`src/rtl/dtg_pkg.sv`:
```
package dtg_pkg;
  localparam logic [31:0] LFSR_TAPS = 32'h8020_0003;

  function automatic logic [31:0] lfsr_next(input logic [31:0] s);
    return s[0] ? ((s >> 1) ^ LFSR_TAPS) : (s >> 1);
  endfunction
endpackage

```
`src/rtl/dtg_lfsr.sv`:
```
module dtg_lfsr #(
  parameter logic [31:0] SEED = 32'h1ACE_B00C
) (
  input  logic        clk,
  input  logic        rst,
  input  logic        step,
  output logic [31:0] state
);
  import dtg_pkg::*;

  always_ff @(posedge clk) begin
    if (rst) state <= SEED;
    else if (step) state <= lfsr_next(state);
  end

  AST_LFSR_NONZERO: assert property (@(posedge clk) disable iff (rst)
    state != 32'd0);
endmodule

```
`src/rtl/dtg_addr_map.sv`:
```
module dtg_addr_map #(
  parameter int ADDR_W = 32,
  parameter int BB     = 6,
  parameter int CB     = 5,
  parameter int KB     = 3
) (
  input  logic [ADDR_W-1:0] base,
  input  logic [KB-1:0]     bank,
  input  logic [CB-1:0]     col,
  input  logic              bank_low,
  output logic [ADDR_W-1:0] addr
);
  always_comb begin
    addr = base;
    if (bank_low) begin
      addr[BB +: KB]      = bank;
      addr[BB+KB +: CB]   = col;
    end else begin
      addr[BB +: CB]      = col;
      addr[BB+CB +: KB]   = bank;
    end
  end
endmodule

```
`src/rtl/dram_traffic_gen.sv`:
```
module dram_traffic_gen #(
  parameter int ADDR_W      = 32,
  parameter int BLOCK_BYTES = 64,
  parameter int PAGE_BYTES  = 2048,
  parameter int TOTAL_BANKS = 8,
  parameter int STRIDE_W    = 16,
  parameter int CNT_W       = 32,
  parameter logic [31:0] SEED = 32'h1ACE_B00C,
  localparam int BB     = $clog2(BLOCK_BYTES),
  localparam int CB     = $clog2(PAGE_BYTES / BLOCK_BYTES),
  localparam int KB     = $clog2(TOTAL_BANKS),
  localparam int SIZE_W = BB + 1
) (
  input  logic                clk,
  input  logic                rst,
  input  logic                en,
  input  logic [ADDR_W-1:0]   cfg_start_addr,
  input  logic [ADDR_W-1:0]   cfg_end_addr,
  input  logic [6:0]          cfg_read_pct,
  input  logic [STRIDE_W-1:0] cfg_stride,
  input  logic [KB:0]         cfg_banks_used,
  input  logic [1:0]          cfg_map_sel,
  output logic                req_valid,
  input  logic                req_ready,
  output logic [ADDR_W-1:0]   req_addr,
  output logic                req_read,
  output logic [SIZE_W-1:0]   req_size,
  output logic [CNT_W-1:0]    bytes_total,
  output logic                cfg_err
);
  localparam int COLS = PAGE_BYTES / BLOCK_BYTES;

  logic [31:0]       rnd;
  logic              load, start_run, hs, cfg_bad;
  logic [CB:0]       remain_q, run_len, col_range;
  logic              map0_q;
  logic [STRIDE_W:0] stride_ceil;
  logic [31:0]       roll;
  logic              read_draw;
  logic [ADDR_W-1:0] span, offs, base_raw, base_blk, mapped_addr, step_addr;
  logic [15:0]       bank_mod;
  logic [23:0]       col_mod;
  logic [KB-1:0]     bank_draw;
  logic [CB-1:0]     col_draw;

  dtg_lfsr #(.SEED(SEED)) u_lfsr (
    .clk(clk), .rst(rst), .step(start_run), .state(rnd)
  );

  assign cfg_bad = (cfg_banks_used == '0) || (32'(cfg_banks_used) > TOTAL_BANKS);

  // run length from stride, capped at one page of columns
  assign stride_ceil = ({1'b0, cfg_stride} + (STRIDE_W+1)'(BLOCK_BYTES - 1)) >> BB;
  always_comb begin
    if (cfg_stride <= STRIDE_W'(BLOCK_BYTES)) run_len = (CB+1)'(1);
    else if (stride_ceil >= (STRIDE_W+1)'(COLS)) run_len = (CB+1)'(COLS);
    else run_len = stride_ceil[CB:0];
  end

  // direction draw
  assign roll = rnd % 32'd101;
  always_comb begin
    if (cfg_read_pct == 7'd0) read_draw = 1'b0;
    else if (cfg_read_pct >= 7'd100) read_draw = 1'b1;
    else read_draw = (roll < 32'(cfg_read_pct));
  end

  // base address draw
  assign span     = cfg_end_addr - cfg_start_addr;
  assign offs     = ADDR_W'(rnd) % span;
  assign base_raw = (cfg_end_addr > cfg_start_addr) ? cfg_start_addr + offs : cfg_start_addr;
  assign base_blk = {base_raw[ADDR_W-1:BB], {BB{1'b0}}};

  // bank and column draws
  assign bank_mod  = rnd[31:16] % 16'(cfg_banks_used);
  assign bank_draw = bank_mod[KB-1:0];
  assign col_range = (CB+1)'(COLS) - run_len + (CB+1)'(1);
  assign col_mod   = rnd[31:8] % 24'(col_range);
  assign col_draw  = col_mod[CB-1:0];

  dtg_addr_map #(.ADDR_W(ADDR_W), .BB(BB), .CB(CB), .KB(KB)) u_map (
    .base(base_blk), .bank(bank_draw), .col(col_draw),
    .bank_low(cfg_map_sel == 2'd0), .addr(mapped_addr)
  );

  // next column inside the run
  assign step_addr = map0_q ? req_addr + (ADDR_W'(BLOCK_BYTES) << KB)
                            : req_addr + ADDR_W'(BLOCK_BYTES);

  assign hs        = req_valid && req_ready;
  assign load      = en && (!req_valid || req_ready) && ((remain_q != '0) || !cfg_bad);
  assign start_run = load && (remain_q == '0);
  assign req_size  = SIZE_W'(BLOCK_BYTES);

  always_ff @(posedge clk) begin
    if (rst) begin
      req_valid   <= 1'b0;
      req_addr    <= '0;
      req_read    <= 1'b0;
      remain_q    <= '0;
      map0_q      <= 1'b0;
      bytes_total <= '0;
      cfg_err     <= 1'b0;
    end else begin
      cfg_err <= cfg_bad;
      if (hs) bytes_total <= bytes_total + CNT_W'(BLOCK_BYTES);
      if (load) begin
        req_valid <= 1'b1;
        if (start_run) begin
          req_addr <= mapped_addr;
          req_read <= read_draw;
          remain_q <= run_len - (CB+1)'(1);
          map0_q   <= (cfg_map_sel == 2'd0);
        end else begin
          req_addr <= step_addr;
          remain_q <= remain_q - (CB+1)'(1);
        end
      end else if (req_ready) begin
        req_valid <= 1'b0;
      end
    end
  end

  // assertion helpers: fields of the presented address under the latched mapping
  logic [ADDR_W-1:0] col_mask;
  logic [KB-1:0]     bank_field;
  assign col_mask   = ((ADDR_W'(1) << CB) - ADDR_W'(1)) << (map0_q ? BB + KB : BB);
  assign bank_field = map0_q ? req_addr[BB +: KB] : req_addr[BB+CB +: KB];

  AST_HOLD_UNTIL_TAKEN: assert property (@(posedge clk) disable iff (rst)
    req_valid && !req_ready |=> req_valid && $stable(req_addr) && $stable(req_read));

  AST_BLOCK_ALIGNED: assert property (@(posedge clk) disable iff (rst)
    req_valid |-> req_addr[BB-1:0] == '0);

  AST_PAGE_HELD: assert property (@(posedge clk) disable iff (rst)
    load && !start_run |=> ((req_addr & ~col_mask) == $past(req_addr & ~col_mask)) && $stable(req_read));

  AST_BANK_IN_RANGE: assert property (@(posedge clk) disable iff (rst)
    start_run |=> 32'(bank_field) < $past(32'(cfg_banks_used)));

  AST_BYTES_STEP: assert property (@(posedge clk) disable iff (rst)
    hs |=> bytes_total == $past(bytes_total) + CNT_W'(BLOCK_BYTES));
endmodule

```
`config.mk`:
```
export PLATFORM = sky130hd
export DESIGN_NAME = dram_traffic_gen
export DESIGN_NICKNAME = d
export VERILOG_FILES = /design/src/rtl/dtg_pkg.sv /design/src/rtl/dtg_lfsr.sv /design/src/rtl/dtg_addr_map.sv /design/src/rtl/dram_traffic_gen.sv
export SDC_FILE = /design/constraint.sdc
export NUM_CORES = 2
export LEC_CHECK = 0
export CAP_MARGIN = 20
export CELL_PAD_IN_SITES_DETAIL_PLACEMENT = 0
export CELL_PAD_IN_SITES_GLOBAL_PLACEMENT = 2
export CORE_MARGIN = 2
export CORE_UTILIZATION = 41
export CTS_BUF_LIST = sky130_fd_sc_hd__clkbuf_2
export DETAILED_ROUTE_END_ITERATION = 8
export PLACE_DENSITY_LB_ADDON = 0.05
export SYNTH_ARGS = -nofsm -noshare
export SYNTH_HDL_FRONTEND = slang
export SYNTH_HIERARCHICAL = 1
export SYNTH_SLANG_ARGS = --single-unit
```
`constraint.sdc`:
```
create_clock -name clk -period 306.1 [get_ports clk]
set_input_delay 61.22 -clock clk [delete_from_list [all_inputs] [get_ports clk]]
set_output_delay 61.22 -clock clk [all_outputs]
set_load 0.03 [all_outputs]
```
==> run metrics <==
worst slew pin tran 1.04 ns; period utilization 0.662; post-cts repair resize count 0; antenna violations before repair 4; CP peak stage delay 0.83 ns; final setup fails 0; Worst Setup SP cfg_start_addr[1]; Avg Cell Area, Syn 6.99 µm²; Port Buffer Count 157; element type at the critical path start primary input; vias 54,589; Initial DRC Count 3,373; CTS Root Cell clkbuf_2; Clock Sinks 100; GRT Util Overall 0.271; CP bufs+invs 29; WL/cell 20.1 µm; largest net degree at the start of global routing 73; detailed placement HPWL 146,000 µm; H-tree levels 3; Rows 130; Post-CTS Hold Buffers 0; Largest delay share family, worst path compound AO/OA/AOI/OAI gates; initial core utilization 0.414; GP Congestion 0.923; outcome finished, final reports clean; Crit Path Max Fanout 58; Hold/Removal Path Class flip-flop to flip-flop; Cell Area, Placed 55,100 µm²; CP Capture Type flip-flop; reg2reg start u_lfsr/state[31]$_SDFFE_PP0P_; Fin. Hold Viols 0; CTS tree yes; slowest CP cell o31ai_4; postcts setup bufs 0; vias in the first global route 50,994; fill count 13,080; Worst Hold Margin 0.473 ns; RSZ-0062 raised after global routing false; Syn-to-layout area delta 6.32%; synthesized area 52,000 µm²; aggregate global routing overflow 0; latest clock arrival within the worst-skew pair 0.80 ns; die area 130,000 µm²; Max-cap violations 0; cts bufs inserted 9; Fin Setup TNS 0 ns; Synthesis Warnings 6; Post-Route WL 182,000 µm; Final Cell Area 55,300 µm²; post-route ant nets 0; global-route wire length before repair 287,000 µm; fin crit period 202.59 ns; Clock Path Buffers 2; cell repeated most along the worst path o21a_1; first-pass detailed-route iteration total 5; Synth Instances 7,444; HP Start req_addr[0]$_SDFFE_PP0P_; DR DRC count 0; max-slew violations 0; net count reported at finish 8,298; Final Skew 0.0881 ns; FMAX 4.94 MHz; # IOs 171; critical path data arrival time 203.33 ns; Slew headroom 0.309; ratio of cells with drive above 1 in the final layout 0.0762; Data required, critical path 306.84 ns; critical path class primary input to flip-flop; Core ar. 126,000 µm²; clk slew on worst S/H paths 0.34 ns; vias per inst 6.03; Die W 360 µm; chip height 360 µm
registers in the layout (all words and copies together) (netlist names):
register,cells
req_addr,32
u_lfsr/state,32
bytes_total,26
remain_q,6
cfg_err,1
map0_q,1
req_read,1
req_valid,1
final timing paths:
check / end / slack (ns) / depth (start not counted)
setup / recovery: req_addr[31]$_SDFFE_PP0P_ / 103.51 / 726
hold reg to reg: req_addr[0]$_SDFFE_PP0P_ / 0.47 / 2
setup reg to reg: req_addr[31]$_SDFFE_PP0P_ / 173.01 / 685
hold / removal: req_addr[0]$_SDFFE_PP0P_ / 0.47 / 2
layout make-up:
type,count,area (µm²),share of cell area
Sequential cell,100,2000,0.0362
Multi-Input combinational cell,6769,47700,0.863
Antenna cell,3,7.51,0.000136
Inverter,253,950,0.0172
Timing Repair Buffer,265,2400,0.0434
Clock inverter,7,86.3,0.00156
Tap cell,1650,2060,0.0373
Clock buffer,9,45.0,0.000815
worst register-to-register path: cells and delay by family, from the launching register on:
| family | cells | cell delay [ns] |
|---|---|---|
| flip-flops | 1 | 0.39 |
| AO/OA/AOI/OAI | 483 | 94.85 |
| XOR/XNOR | 2 | 0.21 |
| buffers and inverters | 28 | 4.85 |
| AND/OR/NAND/NOR | 129 | 19.33 |
| adder cells (fa/ha/maj) | 33 | 10.66 |
| multiplexers | 10 | 2.98 |
cell usage in the layout, fill, tap and decap left out, types with 42 or more instances in the layout:
master / n
ha_1: 798
nor2_1: 749
nand2_1: 691
nor3_1: 572
o21a_1: 506
a21oi_1: 407
o21ai_0: 373
xnor2_1: 245
o31ai_1: 245
inv_1: 238
mux2_2: 216
clkdlybuf4s50_1: 156
nand3_1: 142
a21o_1: 137
nand4_1: 134
xor2_1: 127
mux2i_1: 109
buf_4: 108
dfxtp_1: 100
nand2b_1: 98
nor2b_1: 89
and2_1: 79
and3_1: 62
a31oi_1: 49
o21ai_1: 48
a211oi_1: 48
nor4_1: 43
or3_1: 42
per-layer routing:
layer,vias to the layer above,track usage,wire (µm)
li1,27848,-,-
met1,25576,0.366,86800
met2,1016,0.470,85000
met3,149,0.0146,6330
met4,0,0.0601,4100
met5,-,0,0
through the flow:
step | worst slack (ns) | cells | utilization
5_1_grt | 90.75 | 9056 | 0.440
6_report | 103.51 | 9056 | 0.440
3_5_place_dp | 104.35 | 9036 | 0.438
2_1_floorplan | 115.52 | 7461 | -
3_3_place_gp | 106.78 | 9036 | 0.438
4_1_cts | 104.64 | 9052 | 0.439
Power is not shown: default switching activity piles up to over one toggle a cycle in this logic, so the estimate is an artifact.
